`config.mk`:
```
export PLATFORM = sky130hd
export DESIGN_NAME = hx_expander
export DESIGN_NICKNAME = d
export VERILOG_FILES = /design/src/rtl/hx_pkg.sv /design/src/rtl/hx_half_sel.sv /design/src/rtl/hx_fmt_decode.sv /design/src/rtl/hx_xlate.sv /design/src/rtl/hx_out_stage.sv /design/src/rtl/hx_expander.sv
export SDC_FILE = /design/constraint.sdc
export NUM_CORES = 1
export LEC_CHECK = 0
export CAP_MARGIN = 10
export CORE_MARGIN = 1.5
export CORE_UTILIZATION = 40
export CTS_BUF_LIST = sky130_fd_sc_hd__clkbuf_16
export DETAILED_ROUTE_END_ITERATION = 7
export DONT_BUFFER_PORTS = 1
export GPL_TIMING_DRIVEN = 1
export PLACE_DENSITY = 0.62
export REMOVE_ABC_BUFFERS = 1
export SYNTH_ARGS = -nofsm -noshare
export SYNTH_HDL_FRONTEND = slang
export SYNTH_HIERARCHICAL = 1
export SYNTH_SLANG_ARGS = --single-unit
```
`constraint.sdc`:
```
create_clock -name clk -period 0.8 [get_ports clk]
set_input_delay 0.12 -clock clk [delete_from_list [all_inputs] [get_ports clk]]
set_output_delay 0.12 -clock clk [all_outputs]
set_load 0.02 [all_outputs]
```
`src/rtl/hx_pkg.sv`:
```
package hx_pkg;

   typedef enum logic [2:0] {
      FMT_ADDSUB = 3'd0,
      FMT_SHIFT  = 3'd1,
      FMT_IMM8   = 3'd2,
      FMT_SWINT  = 3'd3,
      FMT_BRANCH = 3'd4,
      FMT_NONE   = 3'd5
   } hx_fmt_e;

   typedef struct packed {
      logic [31:0] word;
      logic        unsup;
      logic        half_step;
   } hx_result_t;

   localparam logic [3:0] COND_AL   = 4'b1110;
   localparam logic [3:0] OPC_ADD   = 4'b0100;
   localparam logic [3:0] OPC_SUB   = 4'b0010;
   localparam logic [3:0] OPC_CMP   = 4'b1010;
   localparam logic [3:0] OPC_MOV   = 4'b1101;
   localparam logic [2:0] CLS_BRCH  = 3'b101;
   localparam logic [3:0] CLS_TRAP  = 4'b1111;

endpackage

```
`src/rtl/hx_half_sel.sv`:
```
module hx_half_sel #(
   parameter int W = 32,
   localparam int HW = W / 2
) (
   input  logic [W-1:0]  word_i,
   input  logic          upper_i,
   output logic [HW-1:0] half_o
);
   // little-endian: the halfword at the higher address is the upper half
   assign half_o = upper_i ? word_i[W-1:HW] : word_i[HW-1:0];
endmodule

```
`src/rtl/hx_fmt_decode.sv`:
```
module hx_fmt_decode
   import hx_pkg::*;
(
   input  logic [15:0] hw_i,
   output hx_fmt_e     fmt_o
);
   logic is_addsub, is_shift, is_imm8, is_swint, is_branch;

   assign is_addsub = (hw_i[15:11] == 5'b00011);
   assign is_shift  = (hw_i[15:13] == 3'b000) && !is_addsub;
   assign is_imm8   = (hw_i[15:13] == 3'b001);
   assign is_swint  = (hw_i[15:8]  == 8'hDF);
   assign is_branch = (hw_i[15:12] == 4'hD) && (hw_i[11:9] != 3'b111);

   always_comb begin
      if (is_addsub)      fmt_o = FMT_ADDSUB;
      else if (is_shift)  fmt_o = FMT_SHIFT;
      else if (is_imm8)   fmt_o = FMT_IMM8;
      else if (is_swint)  fmt_o = FMT_SWINT;
      else if (is_branch) fmt_o = FMT_BRANCH;
      else                fmt_o = FMT_NONE;
   end
endmodule

```
`src/rtl/hx_xlate.sv`:
```
module hx_xlate
   import hx_pkg::*;
#(
   parameter logic [31:0] UNSUP_WORD = 32'hE7F0_00F0
) (
   input  logic [15:0] hw_i,
   input  hx_fmt_e     fmt_i,
   output hx_result_t  res_o
);
   logic [3:0] imm_opc;
   logic [3:0] imm_rn;
   logic [3:0] imm_rd;
   logic [3:0] rd_wide;
   logic [3:0] rn_wide;
   logic [3:0] rm_wide;
   logic [23:0] br_off;
   logic unused_top;

   assign unused_top = ^hw_i[15:13];

   // zero-extend the 3-bit register specifiers
   assign rd_wide = {1'b0, hw_i[2:0]};
   assign rn_wide = {1'b0, hw_i[5:3]};
   assign rm_wide = {1'b0, hw_i[8:6]};

   // halfword offset halved into a word offset, sign preserved
   assign br_off = {{17{hw_i[7]}}, hw_i[7:1]};

   always_comb begin
      unique case (hw_i[12:11])
         2'b00: begin imm_opc = OPC_MOV; imm_rn = 4'd0;            imm_rd = {1'b0, hw_i[10:8]}; end
         2'b01: begin imm_opc = OPC_CMP; imm_rn = {1'b0, hw_i[10:8]}; imm_rd = 4'd0;            end
         2'b10: begin imm_opc = OPC_ADD; imm_rn = {1'b0, hw_i[10:8]}; imm_rd = {1'b0, hw_i[10:8]}; end
         default: begin imm_opc = OPC_SUB; imm_rn = {1'b0, hw_i[10:8]}; imm_rd = {1'b0, hw_i[10:8]}; end
      endcase
   end

   always_comb begin
      res_o.word      = UNSUP_WORD;
      res_o.unsup     = 1'b1;
      res_o.half_step = 1'b0;
      unique case (fmt_i)
         FMT_ADDSUB: begin
            res_o.unsup = 1'b0;
            res_o.word  = {COND_AL, 2'b00, hw_i[10], (hw_i[9] ? OPC_SUB : OPC_ADD),
                           1'b1, rn_wide, rd_wide, 9'd0, hw_i[8:6]};
         end
         FMT_SHIFT: begin
            res_o.unsup = 1'b0;
            res_o.word  = {COND_AL, 2'b00, 1'b0, OPC_MOV, 1'b1, 4'd0, rd_wide,
                           hw_i[10:6], hw_i[12:11], 1'b0, rn_wide};
         end
         FMT_IMM8: begin
            res_o.unsup = 1'b0;
            res_o.word  = {COND_AL, 2'b00, 1'b1, imm_opc, 1'b1, imm_rn, imm_rd,
                           4'd0, hw_i[7:0]};
         end
         FMT_SWINT: begin
            res_o.unsup = 1'b0;
            res_o.word  = {COND_AL, CLS_TRAP, 16'd0, hw_i[7:0]};
         end
         FMT_BRANCH: begin
            res_o.unsup     = 1'b0;
            res_o.half_step = hw_i[0];
            res_o.word      = {hw_i[11:8], CLS_BRCH, 1'b0, br_off};
         end
         default: begin
            res_o.word      = UNSUP_WORD;
            res_o.unsup     = 1'b1;
            res_o.half_step = 1'b0;
         end
      endcase
   end

   // rm_wide is only used by the register add/sub path via hw_i[8:6]
   logic unused_rm;
   assign unused_rm = ^rm_wide;
endmodule

```
`src/rtl/hx_out_stage.sv`:
```
module hx_out_stage
   import hx_pkg::*;
#(
   parameter int OUT_REG = 1
) (
   input  logic       clk,
   input  logic       rst_n,
   input  hx_result_t d_i,
   output hx_result_t q_o
);
   generate
      if (OUT_REG != 0) begin : g_reg
         hx_result_t q_r;
         always_ff @(posedge clk or negedge rst_n) begin
            if (!rst_n) q_r <= '0;
            else        q_r <= d_i;
         end
         assign q_o = q_r;
      end else begin : g_comb
         logic unused_clk;
         assign unused_clk = clk ^ rst_n;
         assign q_o = d_i;
      end
   endgenerate
endmodule

```
`src/rtl/hx_expander.sv`:
```
module hx_expander
   import hx_pkg::*;
#(
   parameter int          FETCH_W    = 32,
   parameter int          OUT_REG    = 1,
   parameter logic [31:0] UNSUP_WORD = 32'hE7F0_00F0,
   localparam int         HALF_W     = FETCH_W / 2
) (
   input  logic               clk,
   input  logic               rst_n,
   input  logic [FETCH_W-1:0] fetch_word,
   input  logic               pc_half,
   input  logic               compact_mode,
   output logic [FETCH_W-1:0] out_word,
   output logic               out_unsupported,
   output logic               out_half_step
);
   generate
      if (FETCH_W != 32) begin : g_bad_width
         $error("hx_expander: FETCH_W must be 32, the encodings are fixed");
      end
      if (OUT_REG != 0 && OUT_REG != 1) begin : g_bad_reg
         $error("hx_expander: OUT_REG must be 0 or 1");
      end
   endgenerate

   logic [HALF_W-1:0] half_sel;
   hx_fmt_e           fmt;
   hx_result_t        xl_res;
   hx_result_t        raw_res;
   hx_result_t        pick_res;
   hx_result_t        out_res;

   hx_half_sel #(.W(FETCH_W)) u_half (
      .word_i  (fetch_word),
      .upper_i (pc_half),
      .half_o  (half_sel)
   );

   hx_fmt_decode u_dec (
      .hw_i  (half_sel),
      .fmt_o (fmt)
   );

   hx_xlate #(.UNSUP_WORD(UNSUP_WORD)) u_xl (
      .hw_i  (half_sel),
      .fmt_i (fmt),
      .res_o (xl_res)
   );

   assign raw_res.word      = fetch_word;
   assign raw_res.unsup     = 1'b0;
   assign raw_res.half_step = 1'b0;

   assign pick_res = compact_mode ? xl_res : raw_res;

   hx_out_stage #(.OUT_REG(OUT_REG)) u_out (
      .clk   (clk),
      .rst_n (rst_n),
      .d_i   (pick_res),
      .q_o   (out_res)
   );

   assign out_word        = out_res.word;
   assign out_unsupported = out_res.unsup;
   assign out_half_step   = out_res.half_step;
endmodule

```
======== Yosys cells after proc, flatten, opt, wreduce, memory -nomap -nowiden ========
Index checks and enable logic that the tools add are counted.
storage, ports and cells
  register bits ........................... 34
  bits of input ports ..................... 36
cells by class
  reductions and logical operators ........ 6
  multiplexer cells ....................... 13
  equality and inequality tests ........... 11
operators by type and width
  cell                                                              number
  33-bit case mux with 5 select lines                               1
  34-bit two-way mux                                                1
  3-bit two-way mux                                                 7
  16-bit two-way mux                                                1
  4-bit case mux with 3 select lines                                1
  8-bit == test (second input constant)                             1
  3-bit by 1-bit == test with 1-bit output (second input constant)  2
  3-bit by 2-bit == test with 1-bit output (second input constant)  2
  3-bit logical NOT                                                 2
  5-bit by 2-bit == test with 1-bit output (second input constant)  1
  4-bit == test (second input constant)                             1
  3-bit == test (second input constant)                             1
  3-bit != test (second input constant)                             1
  2-bit by 1-bit == test with 1-bit output (second input constant)  1
  2-bit == test (second input constant)                             1
  1-bit logical AND                                                 2
  2-bit logical NOT                                                 1
  1-bit two-way mux                                                 2
  1-bit logical NOT                                                 1

======== Longest topological paths before layout ========
Gate-level depths: netlist of run 1.
  depth after elaboration ................. 11
  mapped depth ............................ 11
  mapped depth without buffers ............ 7

======== Cells and area by module ========
The synthesis of run 1 kept the hierarchy.
modules (own cells, without submodules)
  module         seq. area each (µm²)  area an instance (µm²)  times used  cells each
  hx_out_stage   850.8                 850.8                   1           34
  hx_xlate       0.0                   574.3                   1           93
  hx_expander    0.0                   544.3                   1           38
  hx_half_sel    0.0                   249.0                   1           18
  hx_fmt_decode  0.0                   63.8                    1           8

======== Worst setup path before layout of run 1 ========
Ideal clock, no wire load.
  kind .................................... input to register
  start point ............................. in pc_half
  end point ............................... reg u_out.g_reg.q_r (netlist bit u_out/q_o[14])
  arrival time ............................ 2.011 ns
  buffers on the path ..................... 2
  stages on the path ...................... 8
  setup slack ............................. -1.336 ns
  data required time ...................... 0.675 ns
  setup time .............................. 0.125 ns
  path through ............................ buf_6 -> buf_12 -> mux2_4 -> o32ai_1 -> or2_1 -> nor2_1 -> a221o_1 -> mux2_4
RTL lines
  element                 line                RTL
  start: declaration      hx_expander.sv:12   input logic pc_half,
  end signal: assignment  hx_out_stage.sv:16  else q_r <= d_i;
  end: declaration        hx_out_stage.sv:13  hx_result_t q_r;

==> metrics.json, run 1 <==
{
  "outcome": {
    "run_status": "complete, but fails checks",
    "violated_checks": "negative hold slack, negative setup slack"
  },
  "sta": {
    "final_period_minus_worst_setup_slack_ps": 1670,
    "timing.fmax_mhz": 599,
    "normalized_max_slew_margin_pct": 69.7,
    "grt_setup_unrepaired": "true",
    "final_critical_path_setup_slack_ps": -869,
    "report.final.slew_viol_count": 0,
    "final_number_of_setup_violating_endpoints": 68,
    "worst_hold_slack_ps": -469,
    "period_share_pct": 209,
    "report.final.hold_viol_count": 34,
    "max_slew.worst_pin.slew_ps": 452
  },
  "final_layout": {
    "design.final.nets": 304,
    "final_area_sq_um": 3460,
    "multi_input_comb_area_sq_um": 1550,
    "fraction_of_final_layout_cells_sized_beyond_drive_strength_1_pct": 64.3,
    "antenna-diode-count": 0,
    "largest_register_ff_count": 34,
    "seq_area_sq_um": 876,
    "areaGrowthSynthToFinish_pct": 51.6,
    "nFillCells": 426
  },
  "detailed_routing": {
    "num_vias": 1871,
    "drt-pass1-iter-count": 4,
    "drc_errors": 0,
    "drt.antenna.violating_nets": 0,
    "avgViaCountPerCell": 5.49,
    "drt_wl_total_um": 6720,
    "wl_per_cell_um": 19.7,
    "drtIter0Drc": 119
  },
  "floorplan": {
    "floorplan.io_pins": 70,
    "num_rows": 27,
    "die-width_um": 78.5,
    "initial_core_util_pct": 41.4,
    "core_sq_um": 5510,
    "dieHeight_um": 78.5,
    "die-area_sq_um": 6170
  },
  "critical_path": {
    "crit_type": "in2reg",
    "worst_ep_arrival_time_ps": 1830,
    "crit_path_top_delay_cell": "o32a_4",
    "crit_required_ps": 960,
    "critical_path_peak_fanout": 16,
    "max_stage_delay_ps": 460,
    "kind_of_start_point_of_the_critical_path": "input port",
    "cp_cell_sequence": "mux2_4, o32a_4, buf_4, mux2_4, nand2_2, o311ai_1, mux2_2",
    "crit_path_frequent_cell": "mux2_4",
    "worstSetupEndpointType": "flip-flop"
  },
  "global_routing": {
    "globalRouteTotalUtil_pct": 22.4,
    "grt_pass1_wl_um": 10400,
    "grt_max_degree": 35,
    "number_of_antenna_violations_at_the_first_check_in_global_routing": 0,
    "first_global_vias": 2042,
    "grt.overflow.total": 0
  },
  "yosys": {
    "ys_seq_area_share_pct": 37.3,
    "yosys_register_bits": 34,
    "synth-async-reset-ratio_pct": 100,
    "postSynthAreaPerCell_sq_um": 11.9,
    "netlist_instances": 191,
    "synth-edff-count": 0,
    "ys_dominant_reg_cell": "dfrtp_1",
    "netlist_area_sq_um": 2280,
    "synth.lib_cells_used.distinct": 43,
    "yosys_warnings": 6
  },
  "placement": {
    "routabilityCongestion": 0.900,
    "portBuffers": 0,
    "pre_cts_ws_ps": -1360,
    "post-dp-hpwl_um": 4280,
    "placed_cell_area_sq_um": 2500
  },
  "clock_network": {
    "root_buffer": "clkbuf_16",
    "htree_num_levels": 2,
    "cts_tree": "yes",
    "cts_hold_buf": 33,
    "clkTransAtPathRegs_ps": 50,
    "cts_made_buffers": 5,
    "cts.path.max_buffers": 2,
    "cts_num_sinks": 34
  },
  "worst_hold_path": {
    "timing.hold.worst.class": "in2async"
  },
  "run": {
    "drv_cap": 0
  },
  "power_and_ir_drop": {
    "total_leakage_power_nw": 1.56,
    "ir_worst_vdd_v": 0.00101,
    "power.density_cell_area_nw_per_um2": 1650
  }
}
[layer usage]
layer  GRT usage (%)  share of wire (%)  vias to the layer above
met1            27.5                 42                      950
li1                -                  -                      853
met5               0                  0                        -
met4            8.93                2.1                        0
met3            3.37                3.7                       10
met2            39.1                 52                       58
[worst max-delay path, delay by kind of cell]
| kind | cells | cell delay, ps |
|---|---|---|
| compound gates | 2 | 570 |
| buf+inv | 1 | 160 |
| mux | 3 | 910 |
| simple gates | 1 | 70 |
[worst max path at each step]
| stage | from | to | cells after the start |
|---|---|---|---|
| after floorplan | pc_half | u_out/q_o[4] | 6 |
| after global placement | pc_half | u_out/q_o[22] | 9 |
| after detailed placement | pc_half | u_out/q_o[22] | 9 |
| after CTS | pc_half | u_out/q_o[14] | 9 |
| after global routing | pc_half | u_out/q_o[3] | 8 |
| final | pc_half | u_out/q_o[3] | 7 |
[synth_stat cells (2+ instances only)]
| library cell | instances | area share (%) |
|---|---|---|
| a221o_1 | 3 | 1.3 |
| a21oi_1 | 7 | 1.5 |
| o21ai_0 | 6 | 1.3 |
| nor2b_1 | 3 | 0.82 |
| a22o_1 | 3 | 1.2 |
| inv_1 | 8 | 1.3 |
| nand3_1 | 2 | 0.44 |
| nand2b_1 | 4 | 1.1 |
| and3_1 | 4 | 1.1 |
| a32oi_1 | 2 | 0.77 |
| o21ai_1 | 8 | 1.8 |
| o22ai_1 | 3 | 0.82 |
| nand3b_1 | 2 | 0.66 |
| nor2_1 | 5 | 0.82 |
| buf_4 | 2 | 0.66 |
| dfrtp_1 | 34 | 37 |
| buf_2 | 5 | 1.1 |
| a21oi_2 | 2 | 0.77 |
| buf_6 | 3 | 1.5 |
| mux2_2 | 10 | 4.9 |
| mux2i_1 | 2 | 0.88 |
| mux2_4 | 38 | 25 |
| o31ai_1 | 3 | 0.99 |
| and2_1 | 4 | 1.1 |
| buf_12 | 3 | 2.6 |
| nand2_1 | 8 | 1.3 |
[layout make-up]
type | instances | area share (%)
Tap cell | 72 | 2.60
Clock inverter | 3 | 0.362
Multi-Input combinational cell | 135 | 44.7
Sequential cell | 34 | 25.3
Timing Repair Buffer | 84 | 22.5
Clock buffer | 5 | 3.62
Inverter | 8 | 0.940
[report_power, final]
part	internal, mW	switching (mW)
registers	1.91	0.289
clock network	1.12	0.695
logic	1.01	0.677
total	4.05	1.66
[through the flow]
step / TNS [ps] / std cells / total power [mW] / utilization, %
final: -26020 / 341 / 5.71 / 62.8
after global routing: -27900 / 341 / 5.97 / 62.8
after CTS: -25370 / 337 / 5.63 / 60.3
after detailed placement: -40800 / 285 / 3.32 / 45.5
after global placement: -40330 / 285 / 3.31 / 45.5
after floorplan: -61410 / 176 / 2.92 / -
[timing repair]
action	CTS	global route
resized for setup	73	31
setup endpoints to repair	68	68
pin swaps	20	7
hold endpoints to repair	68	34
gates cloned	1	0
setup buffers	11	6
[cells in the final DEF (no fill, tap or decap), drive strengths merged, types with 2 or more instances in the layout]
master,count
a32oi,2
nand3,2
a22o,3
a221o,3
dlygate4sd3,33
o22ai,3
buf,51
and2,4
o21ai,14
inv,9
clkbuf,5
nand3b,2
nor2b,3
nor2,5
clkinv,2
dfrtp,34
mux2,49
nand2b,4
a21oi,9
mux2i,2
o31ai,3
o22a,2
nand2,8
and3,4
[logic make-up after synthesis]
family	Yosys count	share of synthesized area (%)
buf+inv	23	8.00
flops	34	37.3
fa+ha+maj	1	0.439
compound gates	45	13.7
mux	51	31.3
simple gates	37	9.32
(Power assumes the default switching activity.)
==> run 2: changes to the inputs <==
Settings changed: CELL_PAD_IN_SITES_DETAIL_PLACEMENT set to 1, CELL_PAD_IN_SITES_GLOBAL_PLACEMENT set to 1, PLACE_DENSITY 0.62 to 0.75, SKIP_LAST_GASP set to 1.
==> metrics.json, run 2 (synthesis gave the netlist of run 1 again) <==
{
  "sta": {
    "final_critical_path_setup_slack_ps": -964,
    "final_number_of_setup_violating_endpoints": 68,
    "max_slew.worst_pin.slew_ps": 309,
    "final_period_minus_worst_setup_slack_ps": 1760,
    "grt_setup_unrepaired": "true",
    "normalized_max_slew_margin_pct": 79.3,
    "period_share_pct": 221,
    "report.final.hold_viol_count": 38,
    "worst_hold_slack_ps": -479,
    "report.final.slew_viol_count": 0,
    "timing.fmax_mhz": 567
  },
  "power_and_ir_drop": {
    "total_leakage_power_nw": 1.50,
    "switching_share_pct": 30.6,
    "power_frac_clock_pct": 32.2,
    "power.switching_mw": 1.77,
    "tot_pwr_mw": 5.80,
    "ir_worst_vdd_v": 0.000920,
    "seq_power_share_pct": 38.2,
    "power.internal_mw": 4.03,
    "comb_power_share_pct": 29.6,
    "power.density_cell_area_nw_per_um2": 1700
  },
  "clock_network": {
    "cts.path.max_buffers": 2,
    "root_buffer": "clkbuf_16",
    "cts_tree": "yes",
    "htree_num_levels": 2,
    "cts_num_sinks": 34,
    "clkTransAtPathRegs_ps": 60,
    "cts_made_buffers": 5
  },
  "detailed_routing": {
    "highest_layer": "met4",
    "drt.antenna.violating_nets": 0,
    "routedLengthMet1_um": 3390,
    "drt_wl_total_um": 8400,
    "drt-pass1-iter-count": 4,
    "drtIter0Drc": 138,
    "wl_per_cell_um": 25.3,
    "num_vias": 1933,
    "detailroute.wirelength.met2_um": 4360,
    "avgViaCountPerCell": 5.82,
    "drc_errors": 0,
    "met3_length_um": 451
  },
  "floorplan": {
    "core_sq_um": 5510,
    "floorplan.io_pins": 70,
    "die-width_um": 78.5,
    "dieHeight_um": 78.5,
    "initial_core_util_pct": 41.4,
    "die-area_sq_um": 6170,
    "num_rows": 27
  },
  "critical_path": {
    "crit_path_top_delay_cell": "or3b_4",
    "crit_required_ps": 1020,
    "cp_num_buf_inv": 0,
    "crit_path_frequent_cell": "mux2_4",
    "worstSetupEndpointType": "flip-flop",
    "critical_path.startpoint": "pc_half",
    "crit_type": "in2reg",
    "kind_of_start_point_of_the_critical_path": "input port",
    "critical-path-top-delay-family": "compound AO/OA/AOI/OAI gates",
    "max_stage_delay_ps": 440,
    "critical_path_peak_fanout": 16,
    "path_depth": 7,
    "worst_setup_path_endpoint": "u_out/q_o[20]",
    "worst_ep_arrival_time_ps": 1980,
    "cp_cell_sequence": "mux2_4, nand4_1, o22a_4, or3b_4, a21oi_4, a22o_1, mux2_4"
  },
  "global_routing": {
    "globalRouteTotalUtil_pct": 25.9,
    "grt_pass1_wl_um": 11900,
    "first_global_vias": 2083,
    "number_of_antenna_violations_at_the_first_check_in_global_routing": 0,
    "grt.overflow.total": 0,
    "grt_max_degree": 35
  },
  "placement": {
    "routabilityCongestion": 0.892,
    "portBuffers": 0,
    "placed_cell_area_sq_um": 2440,
    "post-dp-hpwl_um": 4410
  },
  "final_layout": {
    "largest_register_ff_count": 34,
    "final_common_cell": "mux2_4",
    "final_area_sq_um": 3400,
    "design.final.nets": 295,
    "fraction_of_final_layout_cells_sized_beyond_drive_strength_1_pct": 65.0,
    "nFillCells": 535,
    "seq_area_sq_um": 885,
    "layout.cells.most_common_list": "mux2_4, dlygate4sd3_1, buf_4, dfrtp_2, buf_6",
    "areaGrowthSynthToFinish_pct": 49.1,
    "antenna-diode-count": 0,
    "multi_input_comb_area_sq_um": 1530
  },
  "outcome": {
    "run_status": "complete, but fails checks",
    "violated_checks": "negative hold slack, negative setup slack"
  },
  "worst_hold_path": {
    "timing.hold.worst.class": "in2async"
  },
  "run": {
    "drv_cap": 0
  }
}
-- run 2: metal layers --
metal | vias up | global-route usage [%]
li1 | 841 | -
met1 | 978 | 32.8
met2 | 97 | 44.4
met3 | 17 | 4.07
met4 | 0 | 9.11
met5 | - | 0
-- run 2: layout make-up --
type / instances / share of cell area [%]
Tap cell: 72 / 2.65
Clock buffer: 5 / 3.68
Inverter: 8 / 0.883
Sequential cell: 34 / 26.0
Clock inverter: 3 / 0.368
Multi-Input combinational cell: 134 / 45.1
Timing Repair Buffer: 76 / 21.3
-- run 2: power groups by stage --
stage / clock network [mW] / logic, mW / registers, mW
2_1_floorplan: 0 / 0.727 / 2.19
3_3_place_gp: 0 / 1.06 / 2.21
3_5_place_dp: 0 / 1.07 / 2.21
4_1_cts: 1.85 / 1.44 / 2.20
5_1_grt: 1.94 / 1.80 / 2.23
6_report: 1.87 / 1.72 / 2.21
-- run 2: timing repair --
action | in CTS | in global routing
gates cloned | 1 | 0
buffers inserted | 4 | 12
pin swaps | 17 | 11
hold buffers | 32 | 1
resized for setup | 63 | 42
endpoints found under the hold margin | 66 | 36
endpoints found under the setup margin | 68 | 68
-- run 2: how the worst min path moves through the flow --
stage,end,slack (ps),cells past startpoint
3_5_place_dp,u_out/q_o[7],-170,0
4_1_cts,u_out/q_o[24],-470,0
6_report,u_out/q_o[8],-480,0
2_1_floorplan,u_out/q_o[0],-180,0
3_3_place_gp,u_out/q_o[7],-170,0
5_1_grt,u_out/q_o[8],-480,0
-- run 2: metrics by stage --
stage	utilization, %	TNS (ps)	setup WS (ps)	instances
floorplan	-	-61410	-2230	176
global placement	44.4	-40420	-1320	277
detailed placement	44.4	-41960	-1350	277
CTS	57.9	-26410	-812	322
global route	61.8	-30160	-974	332
finish	61.8	-29350	-964	332
==> run 3: changes to the inputs <==
Settings changed: PLACE_DENSITY 0.75 to 0.73, SETUP_SLACK_MARGIN set to 0.3.
Clock period 0.8 ns to 1.93 ns, I/O delays scaled along.
==> metrics.json, run 3 (synthesis gave the netlist of run 1 again) <==
{
  "power_and_ir_drop": {
    "power.internal_mw": 1.60,
    "seq_power_share_pct": 39.3,
    "total_leakage_power_nw": 1.36,
    "ir_worst_vdd_v": 0.000318,
    "comb_power_share_pct": 27.8,
    "power.density_cell_area_nw_per_um2": 764,
    "power.switching_mw": 0.697,
    "power_frac_clock_pct": 32.9,
    "switching_share_pct": 30.3
  },
  "final_layout": {
    "design.final.nets": 258,
    "largest_register_ff_count": 34,
    "antenna-diode-count": 0,
    "final_area_sq_um": 3010,
    "multi_input_comb_area_sq_um": 1520,
    "areaGrowthSynthToFinish_pct": 31.9,
    "final_common_cell": "mux2_4",
    "fraction_of_final_layout_cells_sized_beyond_drive_strength_1_pct": 59.9,
    "post-route-util_pct": 54.7,
    "layout.cells.most_common_list": "mux2_4, dfrtp_1, buf_4, buf_6, inv_1",
    "nFillCells": 550,
    "seq_area_sq_um": 851,
    "fin_cells": 294
  },
  "clock_network": {
    "root_buffer": "clkbuf_16",
    "cts.path.max_buffers": 2,
    "cts_tree": "yes",
    "htree_num_levels": 2,
    "cts_num_sinks": 34,
    "cts_made_buffers": 5,
    "clkTransAtPathRegs_ps": 60
  },
  "critical_path": {
    "cp_num_buf_inv": 2,
    "crit_required_ps": 2090,
    "path_depth": 9,
    "crit_path_frequent_cell": "mux2_4",
    "critical_path_peak_fanout": 16,
    "crit_path_top_delay_cell": "o22a_4",
    "max_stage_delay_ps": 330,
    "kind_of_start_point_of_the_critical_path": "input port",
    "worstSetupEndpointType": "flip-flop",
    "critical-path-top-delay-family": "compound AO/OA/AOI/OAI gates",
    "worst_ep_arrival_time_ps": 2040,
    "crit_type": "in2reg",
    "cp_cell_sequence": "mux2_4, nand4_1, o22a_4, buf_12, buf_6, nor2b_4, a22o_1, o21ai_1, mux2_4"
  },
  "sta": {
    "report.final.hold_viol_count": 0,
    "final_number_of_setup_violating_endpoints": 0,
    "timing.fmax_mhz": 532,
    "final_critical_path_setup_slack_ps": 49.0,
    "normalized_max_slew_margin_pct": 74.5,
    "final_period_minus_worst_setup_slack_ps": 1880,
    "period_share_pct": 97.5,
    "max_slew.worst_pin.slew_ps": 382,
    "grt_setup_unrepaired": "true",
    "report.final.slew_viol_count": 0
  },
  "floorplan": {
    "die-width_um": 78.5,
    "floorplan.io_pins": 70,
    "die-area_sq_um": 6170,
    "dieHeight_um": 78.5,
    "num_rows": 27,
    "core_sq_um": 5510,
    "initial_core_util_pct": 41.4
  },
  "detailed_routing": {
    "drt_wl_total_um": 6850,
    "drt-pass1-iter-count": 4,
    "drc_errors": 0,
    "num_vias": 1730,
    "drtIter0Drc": 76,
    "wl_per_cell_um": 23.3,
    "avgViaCountPerCell": 5.88,
    "drt.antenna.violating_nets": 0
  },
  "placement": {
    "routabilityCongestion": 0.886,
    "placed_cell_area_sq_um": 2440,
    "pre_cts_ws_ps": -349,
    "portBuffers": 0,
    "post-dp-hpwl_um": 4410,
    "total_placed_cells_including_tap_cells": 275
  },
  "outcome": {
    "run_status": "complete, no violations"
  },
  "global_routing": {
    "grt_max_degree": 35,
    "first_global_vias": 1869,
    "globalRouteTotalUtil_pct": 22.6,
    "grt_pass1_wl_um": 10600,
    "number_of_antenna_violations_at_the_first_check_in_global_routing": 0,
    "grt.overflow.total": 0
  },
  "worst_hold_path": {
    "hold-path-cell-count": 1,
    "timing.hold.worst.class": "in2reg"
  },
  "run": {
    "drv_cap": 0
  }
}
==> run 3: changes by cell type in the layout (fill, tap and decap cells not counted), moves of 3 or more <==
cell           delta
a21oi_2           +3
and2_1            +3
and2_4            -3
buf_4             -7
dfrtp_1          +27
dfrtp_2          -27
dlygate4sd3_1    -32
o21ai_1           +3
==> run 3: final cells by class <==
class | instances | area share, %
Clock inverter | 2 | 0.333
Multi-Input combinational cell | 135 | 50.6
Tap cell | 72 | 2.99
Sequential cell | 34 | 28.3
Inverter | 8 | 0.998
Clock buffer | 5 | 4.16
Timing Repair Buffer | 38 | 12.7
==> run 3: through the flow <==
stage,setup TNS (ps),total power [mW],hold slack [ps]
final,0,2.30,153
after global routing,0,2.38,155
after CTS,0,2.26,152
after detailed placement,-7530,1.36,-5.44
after global placement,-6800,1.36,-5.24
after floorplan,-28750,1.21,-6.09
==> run 3: per-layer routing <==
metal	vias to the layer above	wire [um]	GRT usage, %
li1	759	-	-
met1	889	2760	26.6
met2	68	3510	40.5
met3	14	433	5.35
met4	0	147	6.25
met5	-	0	0
==> run 3: what timing repair did <==
item,in CTS,in global routing
cloned,2,0
hold endpoints to repair,34,0
hold buffers,2,0
endpoints found under the setup margin,33,34
setup buffers,6,2
pin swaps,21,9
gates resized for setup,52,18
==> run 3: worst paths after layout <==
check                      slack [ps]             to     startpoint
min                               150   u_out/q_o[9]  fetch_word[7]
min in group asynchronous         470  u_out/q_o[29]          rst_n
max                                50  u_out/q_o[22]        pc_half
max in group asynchronous        1280  u_out/q_o[15]          rst_n
==> run 3: power by group through the flow <==
stage / clock, mW / combinational, mW / sequential [mW]
6_report: 0.757 / 0.639 / 0.904
5_1_grt: 0.800 / 0.674 / 0.911
4_1_cts: 0.777 / 0.580 / 0.906
3_5_place_dp: 0 / 0.446 / 0.917
3_3_place_gp: 0 / 0.439 / 0.916
2_1_floorplan: 0 / 0.301 / 0.908
